[config.mk]
export PLATFORM = sky130hd
export DESIGN_NAME = nand_cmd_seq
export DESIGN_NICKNAME = d
export VERILOG_FILES = /design/src/rtl/nand_seq_pkg.sv /design/src/rtl/nand_addr_pick.sv /design/src/rtl/nand_strobe.sv /design/src/rtl/nand_rb_wait.sv /design/src/rtl/nand_cmd_seq.sv
export SDC_FILE = /design/constraint.sdc
export NUM_CORES = 1
export LEC_CHECK = 0
export ABC_AREA = 1
export CELL_PAD_IN_SITES_DETAIL_PLACEMENT = 0
export CELL_PAD_IN_SITES_GLOBAL_PLACEMENT = 1
export CORE_ASPECT_RATIO = 0.75
export CORE_MARGIN = 4
export CORE_UTILIZATION = 35
export DETAILED_ROUTE_END_ITERATION = 12
export PLACE_DENSITY_LB_ADDON = 0.1
export SYNTH_ARGS = -nofsm -noshare
export SYNTH_HDL_FRONTEND = slang
export SYNTH_SLANG_ARGS = --single-unit
[constraint.sdc]
create_clock -name clk -period 1.6 [get_ports clk]
set_input_delay 0.16 -clock clk [delete_from_list [all_inputs] [get_ports clk]]
set_output_delay 0.16 -clock clk [all_outputs]
set_load 0.01 [all_outputs]
[src/rtl/nand_seq_pkg.sv]
`timescale 1ns/1ps
package nand_seq_pkg;
   typedef enum logic [2:0] {
      OP_READ   = 3'd0,
      OP_PROG   = 3'd1,
      OP_ERASE  = 3'd2,
      OP_STATUS = 3'd3,
      OP_READID = 3'd4,
      OP_RESET  = 3'd5
   } nand_op_e;

   typedef enum logic [1:0] {
      CYC_CMD  = 2'd0,
      CYC_ADDR = 2'd1,
      CYC_WR   = 2'd2,
      CYC_RD   = 2'd3
   } cyc_kind_e;

   localparam logic [7:0] K_PTR_LO   = 8'h00;
   localparam logic [7:0] K_PTR_HI   = 8'h01;
   localparam logic [7:0] K_PTR_SP   = 8'h50;
   localparam logic [7:0] K_PROG     = 8'h80;
   localparam logic [7:0] K_PROG_GO  = 8'h10;
   localparam logic [7:0] K_ERASE    = 8'h60;
   localparam logic [7:0] K_ERASE_GO = 8'hD0;
   localparam logic [7:0] K_STATUS   = 8'h70;
   localparam logic [7:0] K_IDENT    = 8'h90;
   localparam logic [7:0] K_RESET    = 8'hFF;
endpackage

[src/rtl/nand_addr_pick.sv]
`timescale 1ns/1ps
module nand_addr_pick
   import nand_seq_pkg::*;
(
   input  logic [25:0] addr,
   input  logic        spare,
   input  logic [1:0]  idx,
   output logic [7:0]  addr_byte,
   output logic [7:0]  ptr_cmd
);
   // bit 8 never reaches the bus: it only chooses the pointer command
   always_comb begin
      case (idx)
         2'd0:    addr_byte = addr[7:0];
         2'd1:    addr_byte = addr[16:9];
         2'd2:    addr_byte = addr[24:17];
         default: addr_byte = {7'b0, addr[25]};
      endcase
   end

   assign ptr_cmd = spare ? K_PTR_SP : (addr[8] ? K_PTR_HI : K_PTR_LO);
endmodule

[src/rtl/nand_strobe.sv]
`timescale 1ns/1ps
module nand_strobe
   import nand_seq_pkg::*;
#(
   parameter int T_LO = 3,
   parameter int T_HI = 2
) (
   input  logic      clk,
   input  logic      rst_n,
   input  logic      start,
   input  cyc_kind_e kind_in,
   input  logic [7:0] byte_in,
   input  logic [7:0] io_in,
   output logic      busy,
   output logic      step_done,
   output logic      we_n,
   output logic      re_n,
   output logic      cle,
   output logic      ale,
   output logic      io_oe,
   output logic [7:0] io_out,
   output logic [7:0] rd_byte
);
   localparam int MAXT = (T_LO > T_HI) ? T_LO : T_HI;
   localparam int CW   = $clog2(MAXT + 1);

   generate
      if (T_LO < 1 || T_HI < 1) begin : g_bad_timing
         $error("nand_strobe: T_LO and T_HI must be at least 1");
      end
   endgenerate

   typedef enum logic [1:0] {PH_IDLE, PH_LO, PH_HI} phase_e;
   phase_e    ph;
   logic [CW-1:0] cnt;
   cyc_kind_e kind;

   wire lo_end = (ph == PH_LO) && (cnt == CW'(T_LO - 1));
   wire hi_end = (ph == PH_HI) && (cnt == CW'(T_HI - 1));

   always_ff @(posedge clk or negedge rst_n) begin
      if (!rst_n) begin
         ph      <= PH_IDLE;
         cnt     <= '0;
         kind    <= CYC_CMD;
         io_out  <= '0;
         rd_byte <= '0;
      end else begin
         case (ph)
            PH_IDLE: if (start) begin
               ph     <= PH_LO;
               cnt    <= '0;
               kind   <= kind_in;
               io_out <= byte_in;
            end
            PH_LO: if (lo_end) begin
               ph  <= PH_HI;
               cnt <= '0;
               if (kind == CYC_RD) rd_byte <= io_in;
            end else cnt <= cnt + 1'b1;
            default: if (hi_end) ph <= PH_IDLE;
                     else cnt <= cnt + 1'b1;
         endcase
      end
   end

   assign busy      = (ph != PH_IDLE);
   assign step_done = hi_end;
   assign we_n      = !((ph == PH_LO) && (kind != CYC_RD));
   assign re_n      = !((ph == PH_LO) && (kind == CYC_RD));
   assign cle       = busy && (kind == CYC_CMD);
   assign ale       = busy && (kind == CYC_ADDR);
   assign io_oe     = busy && (kind != CYC_RD);

   p_latch_excl_r1: assert property (@(posedge clk) disable iff (!rst_n)
      !(cle && ale));
   p_strobe_excl_r7: assert property (@(posedge clk) disable iff (!rst_n)
      !(!we_n && !re_n));
   p_io_hold_r7: assert property (@(posedge clk) disable iff (!rst_n)
      $rose(we_n) |-> $stable(io_out));
endmodule

[src/rtl/nand_rb_wait.sv]
`timescale 1ns/1ps
module nand_rb_wait #(
   parameter int BUSY_TMO = 1024,
   parameter bit SYNC_RB  = 1'b1
) (
   input  logic clk,
   input  logic rst_n,
   input  logic start,
   input  logic rb,
   output logic done,
   output logic tmo
);
   localparam int TW = $clog2(BUSY_TMO + 1);

   generate
      if (BUSY_TMO < 2) begin : g_bad_tmo
         $error("nand_rb_wait: BUSY_TMO must be at least 2");
      end
   endgenerate

   logic rb_s;
   generate
      if (SYNC_RB) begin : g_sync
         logic [1:0] sync_q;
         always_ff @(posedge clk or negedge rst_n) begin
            if (!rst_n) sync_q <= 2'b11;
            else        sync_q <= {sync_q[0], rb};
         end
         assign rb_s = sync_q[1];
      end else begin : g_direct
         assign rb_s = rb;
      end
   endgenerate

   typedef enum logic [1:0] {W_IDLE, W_LO, W_HI} wait_e;
   wait_e st;
   logic [TW-1:0] cnt;

   wire lo_ok  = (st == W_LO) && !rb_s;
   wire hi_ok  = (st == W_HI) && rb_s;
   wire expire = (st != W_IDLE) && !lo_ok && !hi_ok && (cnt == TW'(BUSY_TMO - 1));

   always_ff @(posedge clk or negedge rst_n) begin
      if (!rst_n) begin
         st  <= W_IDLE;
         cnt <= '0;
      end else begin
         case (st)
            W_IDLE: if (start) begin st <= W_LO; cnt <= '0; end
            W_LO: if (lo_ok) begin st <= W_HI; cnt <= '0; end
                  else if (expire) st <= W_IDLE;
                  else cnt <= cnt + 1'b1;
            default: if (hi_ok || expire) st <= W_IDLE;
                     else cnt <= cnt + 1'b1;
         endcase
      end
   end

   assign done = hi_ok || expire;
   assign tmo  = expire;

   p_ready_seen_r8: assert property (@(posedge clk) disable iff (!rst_n)
      (done && !tmo) |-> rb_s);
endmodule

[src/rtl/nand_cmd_seq.sv]
`timescale 1ns/1ps
module nand_cmd_seq
   import nand_seq_pkg::*;
#(
   parameter int T_LO     = 3,
   parameter int T_HI     = 2,
   parameter int BUSY_TMO = 4096,
   parameter int MAX_LEN  = 528,
   parameter bit SYNC_RB  = 1'b1,
   localparam int LEN_W   = $clog2(MAX_LEN + 1)
) (
   input  logic             clk,
   input  logic             rst_n,
   input  logic             req_valid,
   output logic             req_ready,
   input  logic [2:0]       req_op,
   input  logic             req_spare,
   input  logic [25:0]      req_addr,
   input  logic [LEN_W-1:0] req_len,
   input  logic [7:0]       wdata,
   input  logic             wdata_valid,
   output logic             wdata_ready,
   output logic [7:0]       rdata,
   output logic             rdata_valid,
   output logic             done,
   output logic             op_fail,
   output logic             op_timeout,
   output logic             nand_ce_n,
   output logic             nand_cle,
   output logic             nand_ale,
   output logic             nand_we_n,
   output logic             nand_re_n,
   output logic [7:0]       nand_io_out,
   output logic             nand_io_oe,
   input  logic [7:0]       nand_io_in,
   input  logic             nand_rb
);
   generate
      if (MAX_LEN < 1) begin : g_bad_len
         $error("nand_cmd_seq: MAX_LEN must be at least 1");
      end
   endgenerate

   typedef enum logic [3:0] {
      S_IDLE, S_PTR, S_CMD1, S_ADDR, S_DATA, S_CMD2, S_WAIT, S_STCMD, S_STRD, S_DONE
   } seq_e;

   seq_e             st;
   nand_op_e         op_q;
   logic [25:0]      addr_q;
   logic             spare_q;
   logic [LEN_W-1:0] len_q, dcount;
   logic [1:0]       idx;
   logic             issued, wait_go, fail_q, tmo_q;

   logic       issue, stb_start, stb_busy, stb_done;
   cyc_kind_e  cyc_kind;
   logic [7:0] cyc_byte, addr_byte, ptr_cmd, rd_byte;
   logic       wt_done, wt_tmo;

   nand_addr_pick u_addr (
      .addr(addr_q), .spare(spare_q), .idx(idx), .addr_byte(addr_byte), .ptr_cmd(ptr_cmd)
   );

   nand_strobe #(.T_LO(T_LO), .T_HI(T_HI)) u_strobe (
      .clk(clk), .rst_n(rst_n), .start(stb_start), .kind_in(cyc_kind), .byte_in(cyc_byte),
      .io_in(nand_io_in), .busy(stb_busy), .step_done(stb_done), .we_n(nand_we_n),
      .re_n(nand_re_n), .cle(nand_cle), .ale(nand_ale), .io_oe(nand_io_oe),
      .io_out(nand_io_out), .rd_byte(rd_byte)
   );

   nand_rb_wait #(.BUSY_TMO(BUSY_TMO), .SYNC_RB(SYNC_RB)) u_wait (
      .clk(clk), .rst_n(rst_n), .start(wait_go), .rb(nand_rb), .done(wt_done), .tmo(wt_tmo)
   );

   // byte for the bus cycle of the current state
   always_comb begin
      issue    = 1'b1;
      cyc_kind = CYC_CMD;
      cyc_byte = 8'h00;
      case (st)
         S_PTR:  cyc_byte = ptr_cmd;
         S_CMD1: case (op_q)
                    OP_PROG:   cyc_byte = K_PROG;
                    OP_ERASE:  cyc_byte = K_ERASE;
                    OP_STATUS: cyc_byte = K_STATUS;
                    OP_READID: cyc_byte = K_IDENT;
                    default:   cyc_byte = K_RESET;
                 endcase
         S_ADDR: begin
            cyc_kind = CYC_ADDR;
            cyc_byte = (op_q == OP_READID) ? 8'h00 : addr_byte;
         end
         S_DATA: if (op_q == OP_PROG) begin
                    cyc_kind = CYC_WR;
                    cyc_byte = wdata;
                 end else cyc_kind = CYC_RD;
         S_CMD2:  cyc_byte = (op_q == OP_PROG) ? K_PROG_GO : K_ERASE_GO;
         S_STCMD: cyc_byte = K_STATUS;
         S_STRD:  cyc_kind = CYC_RD;
         default: issue = 1'b0;
      endcase
   end

   assign stb_start = issue && !issued && !stb_busy && ((cyc_kind != CYC_WR) || wdata_valid);

   wire  addr_last = (op_q == OP_READID) || (idx == 2'd3);
   wire  data_last = (dcount == len_q - 1'b1);
   seq_e data_entry;
   assign data_entry = (len_q != '0) ? S_DATA : ((op_q == OP_PROG) ? S_CMD2 : S_DONE);

   always_ff @(posedge clk or negedge rst_n) begin
      if (!rst_n) begin
         st <= S_IDLE; op_q <= OP_RESET; addr_q <= '0; spare_q <= 1'b0; len_q <= '0;
         dcount <= '0; idx <= '0; issued <= 1'b0; wait_go <= 1'b0;
         fail_q <= 1'b0; tmo_q <= 1'b0;
      end else begin
         wait_go <= 1'b0;
         if (stb_start)     issued <= 1'b1;
         else if (stb_done) issued <= 1'b0;
         case (st)
            S_IDLE: if (req_valid) begin
               op_q <= nand_op_e'(req_op); addr_q <= req_addr; spare_q <= req_spare;
               len_q <= req_len; dcount <= '0; idx <= '0; fail_q <= 1'b0; tmo_q <= 1'b0;
               case (req_op)
                  3'd0, 3'd1:             st <= S_PTR;
                  3'd2, 3'd3, 3'd4, 3'd5: st <= S_CMD1;
                  default:                st <= S_DONE;
               endcase
            end
            S_PTR: if (stb_done) st <= (op_q == OP_PROG) ? S_CMD1 : S_ADDR;
            S_CMD1: if (stb_done) case (op_q)
               OP_PROG, OP_READID: st <= S_ADDR;
               OP_ERASE:  begin st <= S_ADDR; idx <= 2'd1; end
               OP_STATUS: st <= data_entry;
               default:   begin st <= S_WAIT; wait_go <= 1'b1; end
            endcase
            S_ADDR: if (stb_done) begin
               if (addr_last) case (op_q)
                  OP_READ:            begin st <= S_WAIT; wait_go <= 1'b1; end
                  OP_PROG, OP_READID: st <= data_entry;
                  default:            st <= S_CMD2;
               endcase else idx <= idx + 1'b1;
            end
            S_DATA: if (stb_done) begin
               dcount <= dcount + 1'b1;
               if (data_last) st <= (op_q == OP_PROG) ? S_CMD2 : S_DONE;
            end
            S_CMD2: if (stb_done) begin st <= S_WAIT; wait_go <= 1'b1; end
            S_WAIT: if (wt_done) begin
               if (wt_tmo) begin tmo_q <= 1'b1; st <= S_DONE; end
               else case (op_q)
                  OP_READ:            st <= data_entry;
                  OP_PROG, OP_ERASE:  st <= S_STCMD;
                  default:            st <= S_DONE;
               endcase
            end
            S_STCMD: if (stb_done) st <= S_STRD;
            S_STRD:  if (stb_done) begin fail_q <= rd_byte[0]; st <= S_DONE; end
            default: st <= S_IDLE;
         endcase
      end
   end

   assign req_ready   = (st == S_IDLE);
   assign nand_ce_n   = (st == S_IDLE);
   assign done        = (st == S_DONE);
   assign op_fail     = fail_q;
   assign op_timeout  = tmo_q;
   assign rdata       = rd_byte;
   assign rdata_valid = stb_done && (st == S_DATA) && (op_q != OP_PROG);
   assign wdata_ready = stb_start && (cyc_kind == CYC_WR);

   p_done_pulse_r11: assert property (@(posedge clk) disable iff (!rst_n)
      done |=> !done);
   p_ce_during_strobe_r11: assert property (@(posedge clk) disable iff (!rst_n)
      (!nand_we_n || !nand_re_n) |-> !nand_ce_n);
   p_quiet_in_wait_r8: assert property (@(posedge clk) disable iff (!rst_n)
      (st == S_WAIT) |-> (nand_we_n && nand_re_n));
   p_accept_r11: assert property (@(posedge clk) disable iff (!rst_n)
      (req_valid && req_ready) |=> !req_ready);
endmodule

==> flow_summary.json <==
{
  "leakage_nw": 4.22,
  "rsz0062_at_grt": "yes",
  "switching_share": 0.421,
  "intPower_mw": 7.62,
  "n_antenna_cell": 0,
  "cp_data_arrival_time_ps": 1770,
  "max_stage_delay_ps": 400,
  "required_ps": 1440,
  "ir_drop_mv": 0.648,
  "numPortBuffers": 88,
  "crit_buf_inv": 3,
  "syn_area_per_cell_um2": 7.38,
  "antenna_found_initial": 0,
  "drv_slew": 0,
  "routabilityCongestion": 0.881,
  "clock_sinks": 99,
  "post-route-min-period_ps": 1930,
  "num_vias": 5636,
  "synth_edf_count": 0,
  "dp_hpwl_um": 12000,
  "tightest_slew_ps": 413,
  "multi_input_comb_area_um2": 3260,
  "die_h_um": 116,
  "power_frac_seq": 0.287,
  "wl_per_cell_um": 14.5,
  "switching_power_mw": 5.54,
  "grt_first_pass_wirelength_um": 27100,
  "cts_tree": "done",
  "drive_gt1_frac": 0.345,
  "cts_made_buffers": 9,
  "start_util": 0.358,
  "hold_class": "input pin to flip-flop",
  "status": "finished, violations left",
  "overflow": 0,
  "crit_fanout": 4,
  "drtIter0Drc": 250,
  "fmax_ghz": 0.518,
  "crit_type": "flip-flop to output port",
  "synth.net_count": 813,
  "power_per_cell_area_nw_per_um2": 1510,
  "timing.final.crit_share": 1.21,
  "worst_setup_path_end_kind": "output port",
  "clock_latency_ps": 360,
  "seq_area_um2": 2490,
  "grt_util_all_layers": 0.188,
  "grt_start_max_net_pins": 45,
  "netlist_instances": 741,
  "cp_top_family": "simple AND/OR/NAND/NOR gates",
  "crit_chain": "inv_2 > nand2_2 > nor2_4 > inv_2 > nand4_4 > nand4_4 > nor3_4 > buf_2",
  "p_clk_frac": 0.166,
  "violations": "negative setup slack",
  "wirelength_um": 17200,
  "drc": 0,
  "grt_pass1_vias": 5527,
  "fillCellCount": 1405,
  "clock_skew_ps": 8.43,
  "synth_cell_types": 41,
  "ioPinCount": 89,
  "place_ws_ps": -403,
  "vias_per_cell": 4.76,
  "place_inst": 1132,
  "root_buffer": "clkbuf_16",
  "syn2layout_area_growth_pct": 59.2,
  "final_cells": 1183,
  "ys_seq_elements": 99,
  "async_reset_ff_frac": 1.00,
  "cts_max_path_buffers": 2,
  "yosysWarnings": 0,
  "drtAntennaViolNets": 0,
  "critical_path.slowest_cell": "dfrtp_1",
  "maxCapViolations": 0,
  "ys_seq_area_frac": 0.454,
  "fp-row-count": 39,
  "setup_viol": 40,
  "first_pass_iters": 5,
  "hold_viol_final": 0,
  "synthFlopType": "dfrtp_1",
  "path_clk_slew_ps": 70,
  "max_slew_margin": 0.725,
  "setup_slack_ps": -332,
  "syn_area_um2": 5470,
  "die_area_um2": 17700,
  "power.share.combinational": 0.547,
  "crit_path_start_kind": "flip-flop",
  "htree_num_levels": 3,
  "nNetsFinal": 1045,
  "die_width_um": 152,
  "core_area_um2": 15300
}
power groups by stage:
stage               Clock [mW]  Combinational [mW]  Sequential (mW)
global placement             0                5.81             3.74
floorplan                    0                3.23             3.70
CTS                       2.24                6.20             3.73
detailed placement           0                5.87             3.75
global route              2.34                7.94             3.86
finish                    2.19                7.20             3.77
area by class of cell:
class | count | area share
clock buffers | 10 | 0.0263
multi-input cells | 548 | 0.375
clock inverters | 6 | 0.00661
flip-flops and latches | 99 | 0.286
repair buffers | 236 | 0.242
inverters | 79 | 0.0352
well taps | 205 | 0.0295
routing by layer:
metal	share of wire	GRT usage	vias to the layer above
li1	-	-	2832
met1	0.49	0.264	2648
met2	0.46	0.298	138
met3	0.044	0.0419	18
met4	0.012	0.0479	0
met5	0	0	-
cell families after synthesis:
| logic type | after synthesis | share of synthesized area |
|---|---|---|
| fa+ha+maj | 11 | 0.0252 |
| compound gates | 84 | 0.0853 |
| simple gates | 436 | 0.337 |
| mux | 8 | 0.0165 |
| flops | 99 | 0.454 |
| buf+inv | 95 | 0.0689 |
| xor+xnor | 8 | 0.0128 |
synth_stat cells (2+ instances only):
| cell | n | area (µm²) |
|---|---|---|
| a211oi_1 | 2 | 15.0 |
| a21oi_1 | 20 | 100 |
| a22oi_1 | 4 | 30.0 |
| a31oi_1 | 5 | 31.3 |
| buf_2 | 4 | 20.0 |
| buf_4 | 2 | 15.0 |
| clkbuf_1 | 9 | 33.8 |
| clkinv_1 | 2 | 7.51 |
| dfrtp_1 | 95 | 2380 |
| dfstp_2 | 4 | 105 |
| ha_1 | 11 | 138 |
| inv_1 | 65 | 244 |
| inv_2 | 12 | 45.0 |
| mux2_2 | 8 | 90.1 |
| nand2_1 | 280 | 1050 |
| nand2_2 | 4 | 25.0 |
| nand3_1 | 49 | 245 |
| nand3b_1 | 2 | 15.0 |
| nand4_1 | 5 | 31.3 |
| nor2_1 | 71 | 267 |
| nor2_2 | 3 | 18.8 |
| nor2_4 | 3 | 33.8 |
| nor3_1 | 10 | 50.1 |
| nor3_2 | 3 | 30.0 |
| o2111ai_1 | 2 | 17.5 |
| o21ai_0 | 29 | 145 |
| o21ai_1 | 14 | 70.1 |
| o22ai_1 | 4 | 25.0 |
| xnor2_1 | 3 | 26.3 |
| xor2_1 | 5 | 43.8 |
metrics by stage:
stage          cell area [µm²]  total power [mW]  TNS [ps]   util  hold slack (ps)
3_5_place_dp              7510              9.62     -9190  0.492              116
2_1_floorplan             5570              6.93     -90.8      -             -136
6_report                  8710              13.2     -2610  0.570              203
3_3_place_gp              7510              9.55     -7390  0.492              115
5_1_grt                   8710              14.1     -9650  0.570              197
4_1_cts                   8090              12.2     -3070  0.529              196
sequential cells by signal (all words and copies together), names as in the netlist:
name	count
len_q	10
idx	2
addr_q	26
dcount	10
u_wait.g_sync.sync_q	2
spare_q	1
u_wait.cnt	13
u_wait.st	2
issued	1
u_strobe.io_out	8
u_strobe.ph	2
op_q	3
op_fail	1
u_strobe.cnt	2
wait_go	1
u_strobe.kind	2
u_strobe.rd_byte	8
st	4
op_timeout	1
path summary, 6_finish.rpt:
kind	slack (ps)	cells past startpoint	end	startpoint
max in group asynchronous	710	3	u_wait.g_sync.sync_q[1]$_DFF_PN1_	rst_n
worst max register to register	-170	12	st[2]$_DFFE_PN0P_	op_q[0]$_DFFE_PN1P_
worst min register to register	360	0	u_wait.g_sync.sync_q[1]$_DFF_PN1_	u_wait.g_sync.sync_q[0]$_DFF_PN1_
min in group asynchronous	290	2	len_q[5]$_DFFE_PN0P_	rst_n
worst min-delay path	200	1	u_wait.g_sync.sync_q[0]$_DFF_PN1_	nand_rb
worst max-delay path	-330	8	wdata_ready	st[1]$_DFFE_PN0P_
what timing repair did:
item                                    in CTS  in global routing
hold buffers                                 1                  0
setup buffers                               13                 23
gates cloned                                 1                  1
resized for setup                           86                132
pin swaps                                   25                 53
endpoints found under the hold margin       22                  0
endpoints found under the setup margin      85                 94
placed cells by master, fill, tap and decap left out, types with 6 or more instances in the layout:
master	n
a21oi_2	6
buf_2	6
buf_4	121
nor3_2	7
mux2_2	8
clkdlybuf4s50_1	77
inv_1	57
nor2_4	19
nand3_2	13
nand2_2	26
nand3_1	31
nor2_2	14
nand2_1	247
a21oi_1	14
nor2_1	45
dfrtp_1	92
inv_2	17
ha_1	8
o21ai_1	15
nand2_4	11
o21ai_0	23
buf_6	22
clkbuf_16	10
Power figures use the tool's default switching activity.
